`src/rtl/sdclk_pkg.sv`:
```
package sdclk_pkg;
  localparam logic [15:0] DIVBITS_MASK = 16'hFFC0;
  localparam int CARD_EN_BIT  = 2;
  localparam int CLK_ON_BIT   = 3;
  localparam int PRE_CODE_W   = 8;
  localparam int DIV_CODE_W   = 4;
  localparam int DIV_MAX      = 16;
  localparam int MDIV_W       = 11;
  localparam logic [15:0] RD_FIXED = 16'h0005;

  typedef enum logic [1:0] {T_IDLE, T_DIV, T_SRCH} top_st_t;
  typedef enum logic [1:0] {S_IDLE, S_PRE, S_DVS} srch_st_t;
endpackage

```
`src/rtl/sdclk_freq_decode.sv`:
```
module sdclk_freq_decode
  import sdclk_pkg::*;
(
  input  logic [9:0]        divbits,
  input  logic              v3_mode,
  output logic [MDIV_W-1:0] mdiv
);
  logic [7:0]        lo_byte;
  logic [9:0]        n10;
  logic [3:0]        idx;
  logic              hit;
  logic [MDIV_W-1:0] m_v2;
  logic [MDIV_W-1:0] m_v3;

  assign lo_byte = divbits[9:2];
  assign n10     = {divbits[1:0], divbits[9:2]};

  always_comb begin
    idx = '0;
    hit = 1'b0;
    for (int i = 7; i >= 0; i--) begin
      if (lo_byte[i]) begin
        idx = 4'(i + 1);
        hit = 1'b1;
      end
    end
  end

  assign m_v2 = hit ? (MDIV_W'(1) << idx) : MDIV_W'(1);
  assign m_v3 = (n10 == '0) ? MDIV_W'(1) : {n10, 1'b0};
  assign mdiv = v3_mode ? m_v3 : m_v2;
endmodule

```
`src/rtl/sdclk_serial_div.sv`:
```
module sdclk_serial_div #(
  parameter int NUM_W = 32,
  parameter int DEN_W = 11
) (
  input  logic             clk,
  input  logic             rst_n,
  input  logic             start,
  input  logic [NUM_W-1:0] num,
  input  logic [DEN_W-1:0] den,
  output logic             done,
  output logic [NUM_W-1:0] quo
);
  localparam int CNT_W = $clog2(NUM_W + 1);
  localparam int PW    = NUM_W + DEN_W + 1;

  logic [DEN_W-1:0] rem_q;
  logic [NUM_W-1:0] sh_q;
  logic [NUM_W-1:0] num_q;
  logic [DEN_W-1:0] den_q;
  logic [CNT_W-1:0] cnt_q;
  logic             run_q;
  logic             done_q;
  logic [DEN_W:0]   trial;
  logic [DEN_W:0]   diff;
  logic             ge;

  assign trial = {rem_q, sh_q[NUM_W-1]};
  assign ge    = trial >= {1'b0, den_q};
  assign diff  = trial - {1'b0, den_q};

  always_ff @(posedge clk) begin
    if (!rst_n) begin
      rem_q  <= '0;
      sh_q   <= '0;
      num_q  <= '0;
      den_q  <= DEN_W'(1);
      cnt_q  <= '0;
      run_q  <= 1'b0;
      done_q <= 1'b0;
    end else begin
      done_q <= 1'b0;
      if (start) begin
        rem_q <= '0;
        sh_q  <= num;
        num_q <= num;
        den_q <= den;
        cnt_q <= CNT_W'(NUM_W);
        run_q <= 1'b1;
      end else if (run_q) begin
        rem_q <= ge ? diff[DEN_W-1:0] : trial[DEN_W-1:0];
        sh_q  <= {sh_q[NUM_W-2:0], ge};
        cnt_q <= cnt_q - CNT_W'(1);
        if (cnt_q == CNT_W'(1)) begin
          run_q  <= 1'b0;
          done_q <= 1'b1;
        end
      end
    end
  end

  assign done = done_q;
  assign quo  = sh_q;

  // Quotient is the exact floor of the decoded request
  p_quo_floor_r3: assert property (@(posedge clk) disable iff (!rst_n)
    done_q |-> ((PW'(sh_q) * PW'(den_q) <= PW'(num_q)) &&
                ((PW'(sh_q) + PW'(1)) * PW'(den_q) > PW'(num_q))));
endmodule

```
`src/rtl/sdclk_presc_search.sv`:
```
module sdclk_presc_search
  import sdclk_pkg::*;
#(
  parameter int F_W = 32
) (
  input  logic                  clk,
  input  logic                  rst_n,
  input  logic                  start,
  input  logic [F_W-1:0]        freq,
  input  logic [F_W-1:0]        base,
  output logic                  done,
  output logic [PRE_CODE_W-1:0] pre_code,
  output logic [DIV_CODE_W-1:0] div_code
);
  localparam int P_W  = PRE_CODE_W + 1;
  localparam int D_W  = DIV_CODE_W + 1;
  localparam int K_W  = P_W + D_W;
  localparam int PR_W = F_W + 1 + K_W;

  srch_st_t       st_q;
  logic [P_W-1:0] p_q;
  logic [D_W-1:0] d_q;
  logic           done_q;
  logic [K_W-1:0] k;
  logic [F_W:0]   f1;
  logic [PR_W-1:0] prod;
  logic           fits;

  assign k    = (st_q == S_PRE) ? K_W'({p_q, 4'b0000}) : K_W'(p_q) * K_W'(d_q);
  assign f1   = {1'b0, freq} + (F_W + 1)'(1);
  assign prod = PR_W'(f1) * PR_W'(k);
  assign fits = prod <= PR_W'(base);

  always_ff @(posedge clk) begin
    if (!rst_n) begin
      st_q   <= S_IDLE;
      p_q    <= P_W'(2);
      d_q    <= D_W'(1);
      done_q <= 1'b0;
    end else begin
      done_q <= 1'b0;
      unique case (st_q)
        S_IDLE: if (start) begin
          p_q  <= P_W'(2);
          d_q  <= D_W'(1);
          st_q <= S_PRE;
        end
        S_PRE: begin
          if (fits && !p_q[P_W-1]) begin
            p_q <= p_q << 1;
          end else begin
            d_q  <= D_W'(1);
            st_q <= S_DVS;
          end
        end
        S_DVS: begin
          if (fits && (d_q < D_W'(DIV_MAX))) begin
            d_q <= d_q + D_W'(1);
          end else begin
            done_q <= 1'b1;
            st_q   <= S_IDLE;
          end
        end
        default: st_q <= S_IDLE;
      endcase
    end
  end

  assign done     = done_q;
  assign pre_code = p_q[P_W-1:1];
  assign div_code = DIV_CODE_W'(d_q - D_W'(1));

  // Prescaler search restarts at 2 and stays a power of two
  p_pre_start_r4: assert property (@(posedge clk) disable iff (!rst_n)
    (start && st_q == S_IDLE) |=> (p_q == P_W'(2)));
  p_pre_pow2_r4: assert property (@(posedge clk) disable iff (!rst_n)
    (st_q != S_IDLE) |-> $onehot(p_q));
  // Divisor stays within 1..16
  p_div_range_r5: assert property (@(posedge clk) disable iff (!rst_n)
    (st_q == S_DVS) |-> (d_q >= D_W'(1) && d_q <= D_W'(DIV_MAX)));
endmodule

```
`src/rtl/sdclk_divsel.sv`:
```
module sdclk_divsel
  import sdclk_pkg::*;
#(
  parameter int          BASE_W    = 32,
  parameter logic [31:0] RESET_VAL = 32'h00A5_000C
) (
  input  logic              clk,
  input  logic              rst_n,
  input  logic              wr_valid,
  output logic              wr_ready,
  input  logic [15:0]       wr_data,
  input  logic              v3_mode,
  input  logic [BASE_W-1:0] base_hz,
  input  logic              clk_stable,
  output logic [31:0]       clk_reg,
  output logic              upd_done,
  output logic [15:0]       rd_clkctl
);
  top_st_t                 st_q;
  logic [15:0]             cache_q;
  logic [31:0]             reg_q;
  logic                    done_q;
  logic [BASE_W-1:0]       base_q;
  logic                    accept;
  logic                    card_en;
  logic                    div_start;
  logic [MDIV_W-1:0]       mdiv;
  logic                    div_done;
  logic [BASE_W-1:0]       freq;
  logic                    srch_done;
  logic [PRE_CODE_W-1:0]   pre_code;
  logic [DIV_CODE_W-1:0]   div_code;

  assign wr_ready  = (st_q == T_IDLE);
  assign accept    = wr_valid && wr_ready;
  assign card_en   = wr_data[CARD_EN_BIT];
  assign div_start = accept && card_en;

  sdclk_freq_decode u_decode (
    .divbits (wr_data[15:6]),
    .v3_mode (v3_mode),
    .mdiv    (mdiv)
  );

  sdclk_serial_div #(.NUM_W(BASE_W), .DEN_W(MDIV_W)) u_div (
    .clk   (clk),
    .rst_n (rst_n),
    .start (div_start),
    .num   (base_hz),
    .den   (mdiv),
    .done  (div_done),
    .quo   (freq)
  );

  sdclk_presc_search #(.F_W(BASE_W)) u_search (
    .clk      (clk),
    .rst_n    (rst_n),
    .start    (div_done),
    .freq     (freq),
    .base     (base_q),
    .done     (srch_done),
    .pre_code (pre_code),
    .div_code (div_code)
  );

  always_ff @(posedge clk) begin
    if (!rst_n) begin
      st_q    <= T_IDLE;
      cache_q <= '0;
      reg_q   <= RESET_VAL;
      done_q  <= 1'b0;
      base_q  <= '0;
    end else begin
      done_q <= 1'b0;
      unique case (st_q)
        T_IDLE: if (accept) begin
          cache_q <= wr_data & DIVBITS_MASK;
          if (card_en) begin
            base_q <= base_hz;
            st_q   <= T_DIV;
          end else if (!v3_mode) begin
            reg_q[CLK_ON_BIT] <= 1'b0;
          end
        end
        T_DIV: if (div_done) st_q <= T_SRCH;
        T_SRCH: if (srch_done) begin
          reg_q  <= {reg_q[31:16], pre_code, div_code, reg_q[3:1], 1'b1};
          done_q <= 1'b1;
          st_q   <= T_IDLE;
        end
        default: st_q <= T_IDLE;
      endcase
    end
  end

  assign clk_reg   = reg_q;
  assign upd_done  = done_q;
  assign rd_clkctl = cache_q | RD_FIXED | {14'b0, clk_stable, 1'b0};

  // Completed update sets bit 0 and keeps the upper half
  p_update_bits_r6: assert property (@(posedge clk) disable iff (!rst_n)
    upd_done |-> (clk_reg[0] && (clk_reg[31:16] == $past(clk_reg[31:16]))));
  // Disabled legacy write clears the clock-on bit
  p_v2_off_clear_r7: assert property (@(posedge clk) disable iff (!rst_n)
    (accept && !card_en && !v3_mode) |=> (!clk_reg[CLK_ON_BIT] && !upd_done));
  // Disabled extended write leaves the register alone
  p_v3_off_hold_r8: assert property (@(posedge clk) disable iff (!rst_n)
    (accept && !card_en && v3_mode) |=> ($stable(clk_reg) && !upd_done));
  // Enabled write holds off the channel
  p_busy_holdoff_r10: assert property (@(posedge clk) disable iff (!rst_n)
    div_start |=> !wr_ready);
  p_cache_hold_r10: assert property (@(posedge clk) disable iff (!rst_n)
    !wr_ready |=> $stable(rd_clkctl[15:6]));
endmodule

```
`config.mk`:
```
export PLATFORM = sky130hd
export DESIGN_NAME = sdclk_divsel
export DESIGN_NICKNAME = d
export VERILOG_FILES = /design/src/rtl/sdclk_pkg.sv /design/src/rtl/sdclk_freq_decode.sv /design/src/rtl/sdclk_serial_div.sv /design/src/rtl/sdclk_presc_search.sv /design/src/rtl/sdclk_divsel.sv
export SDC_FILE = /design/constraint.sdc
export NUM_CORES = 1
export LEC_CHECK = 0
export BUFFER_PORTS_ARGS = -buffer_cell sky130_fd_sc_hd__buf_4
export CAP_MARGIN = 0
export CORE_ASPECT_RATIO = 0.7
export CORE_MARGIN = 1.5
export CORE_UTILIZATION = 51
export DETAILED_ROUTE_END_ITERATION = 7
export PLACE_DENSITY = 0.7
export SLEW_MARGIN = 20
export SYNTH_ARGS = -nofsm -noshare
export SYNTH_HDL_FRONTEND = slang
export SYNTH_SLANG_ARGS = --single-unit
```
`constraint.sdc`:
```
create_clock -name clk -period 14.7 [get_ports clk]
set_input_delay 2.205 -clock clk [delete_from_list [all_inputs] [get_ports clk]]
set_output_delay 2.205 -clock clk [all_outputs]
set_load 0.01 [all_outputs]
```
==> results.tsv <==
stage	metric	value	unit
critical_path	Worst Setup Path Type	reg2reg	
logic_synthesis	synth warn	0	
route	vias	18800	
clock_tree	Clock Root Buffer	clkbuf_16	
placed_design	estimated wirelength of the detail-placed design	50300	um
placed_design	Placement Setup Slack	986	ps
logic_synthesis	Cell Area, Synth	22700	um2
clock_tree	largest buffer count on any clock path	2	
logic_synthesis	Synth cell types	77	
route	via/cell ratio	5.61	
route	routed length per instance	18.5	um
clock_tree	later-pin clock latency in the skew report	440	ps
logic_synthesis	largest cells by area after synthesis	fa_1 32%, dfxtp_1 12%, ha_1 11%	
sta	fin crit share	94.9	%
critical_path	crit path capture	u_search.p_q[4]	
clock_tree	Reg clk slew, reported paths	70	ps
pwr	PwrDens	47.2	nW/um2
global_route	first-pass GRT wire length	102000	um
final_layout	area grow syn2layout	6.90	%
placed_design	Post-Place Cell Area	23700	um2
global_route	vias in the first global route	19400	
clock_tree	Post-CTS Hold Buffers	0	
clock_tree	TritonCTS Sinks	137	
logic_synthesis	ys flop type	dfxtp_1	
critical_path	CP dominant cell by count	fa_1	
final_layout	Finished Layout Cells	3342	
logic_synthesis	Post-synth EDFFs	0	
pwr	Leakage	11.3	nW
sta	RSZ-0062 raised after global routing	false	
route	drt initial violations	1414	
final_layout	cell area after layout	24300	um2
critical_path	capturing point of the worst reg2reg path	u_search.p_q[4]	
die	core area	43800	um2
logic_synthesis	sequential fraction of the synthesis area	12.1	%
final_layout	commonest non-fill, non-tap cell in the layout	nand2_1	
critical_path	worst path required time	15030	ps
die	die footprint	45800	um2
sta	max-slew violations	0	
sta	PnR worst setup slack	743	ps
critical_path	Critical Path Fanout Max	15	
clock_tree	Post-CTS Setup Repair Bufs	0	
sta	max_slew headroom	26.1	%
die	Starting Density	51.9	%
global_route	largest net degree at the start of global routing	115	
critical_path	RR Startpoint	u_search.d_q[2]	
die	Die Ht	180	um
sta	final setup fails	0	
critical_path	crit start category	flip-flop	
critical_path	Worst Setup SP	u_search.d_q[2]	
critical_path	peak per-stage delay on the critical path	680	ps
route	DRC violations left	0	
route	DRT Pass-1 Iters	6	
critical_path	R2R cell count	45	
placed_design	Placed Cells	3310	
logic_synthesis	Synth async-reset ratio	0	%
route	remaining antenna violation count	0	
final_layout	most frequent cells in the layout	435 x nand2_1, 424 x inv_1, 360 x fa_1	
logic_synthesis	Yosys top cell by area	fa_1	
sta	TNS Setup	0	ps
logic_synthesis	synthesized instance count	2744	
critical_path	CP Buf/Inv Count	4	
global_route	GRT Residual Overflow	0	
final_layout	antenna cells	0	
route	Detailed Route WL	61900	um
pwr	maximum VDD drop	0.0781	mV
logic_synthesis	Synth top area share	31.7	%
min_path	Worst Hold Class	reg2reg	
global_route	Total GRT Usage	28.1	%
die	die width	255	um
final_layout	layout cells sized above 1	6.00	%
clock_tree	CTS tree	built	
critical_path	Worst path slowest cell	o21ai_2	
sta	fin crit period	13960	ps
critical_path	Critical Path End Type	flip-flop	
final_layout	nets	3347	
sta	Worst-Margin Slew	1100	ps
sta	FMAX	0.0716	GHz
critical_path	worst reg-to-reg setup slack	740	ps
die	row count	64	
placed_design	Buffers on Ports	72	
logic_synthesis	Yosys reg bits	137	
clock_tree	CTS H-tree lvls	4	
sta	clock skew	7.59	ps
global_route	initial antenna violation count	0	
critical_path	Worst path depth	45	
critical_path	CP top delay family	adder cells	
sta	final hold vios	0	
die	IO Count	103	
run_status	status	completed	
placed_design	GPL Wtd Cong	0.941	
critical_path	Worst Path Arrival	14290	ps
logic_synthesis	syn_area_per_cell	8.28	um2
clock_tree	CTS resizes	0	
job	Max-Cap Viols	0	
clock_tree	TritonCTS Buffers	17	
final_layout	Layout Utilization	55.4	%
synth_stat cells (all sizes together), types with 17 or more instances:
cell type and number:
nand2 436, inv 424, fa 360, nor2 277, ha 199, dfxtp 137
clkbuf 113, o21ai 82, a21oi 75, a21boi 70, and2 68, xnor2 64
mux2i 46, xor2 42, nand3 35, buf 33, nand2b 30, nand4 28
nor3 25, nor2b 23, a211oi 17
where the power goes:
| part | switching [mW] | total, mW | leakage (nW) | internal (mW) |
|---|---|---|---|---|
| Combinational | 0.168 | 0.271 | 9.85 | 0.104 |
| Sequential | 0.0219 | 0.410 | 1.12 | 0.388 |
| Clock | 0.180 | 0.465 | 0.297 | 0.285 |
layer usage:
metal | up-vias | GRT usage [%] | share of wire, %
met2 | 691 | 42.5 | 44
met4 | 0 | 9.30 | 3.1
met1 | 9363 | 40.3 | 45
met5 | - | 0 | 0
met3 | 133 | 5.60 | 8.1
li1 | 8575 | - | -
per-stage QoR:
step                power [mW]  hold WS [ps]
floorplan                0.602           441
global placement         0.676           445
detailed placement       0.685           458
CTS                       1.15           466
global route              1.20           491
finish                    1.15           460
cell type report:
cell class              instances  area [um2]
well taps                     594         743
fillers                      4039       19500
flip-flops and latches        137        2740
repair buffers                 97         728
clock buffers                  18         429
multi-input cells            2058       17900
clock inverters                14         196
inverters                     424        1590
cells by family (layout without fill, tap and decap cells):
| kind of cell | count (synthesis) | count (layout) | synth area share (%) |
|---|---|---|---|
| simple gates | 973 | 973 | 19.1 |
| buf+inv | 570 | 553 | 9.89 |
| fa+ha+maj | 559 | 559 | 42.7 |
| compound gates | 349 | 349 | 10.0 |
| flops | 137 | 137 | 12.1 |
| xor+xnor | 106 | 106 | 4.09 |
| mux | 48 | 48 | 2.13 |
| other cells | 2 | 23 | 0.0331 |
worst min-delay path by stage:
stage                               start              end  slack, ps  cells past startpoint
after floorplan           u_div.den_q[10]  u_div.den_q[10]        440                      2
after global placement         clk_reg[3]       clk_reg[3]        440                      2
after detailed placement   u_div.den_q[9]   u_div.den_q[9]        460                      2
after CTS                  u_div.den_q[9]   u_div.den_q[9]        470                      2
after global routing           base_q[13]       base_q[13]        490                      2
final                      u_div.den_q[9]   u_div.den_q[9]        460                      2
worst reg2reg max path, delay by kind of cell (launching register included):
family	cells	cell delay [ps]
DFF	1	650
adders and majority gates	12	5190
buffers and inverters	4	200
and+or+nand+nor	13	3360
AOI/OAI and AO/OA	15	4320
xor gates and xnor gates	1	130
(Power assumes the default switching activity.)
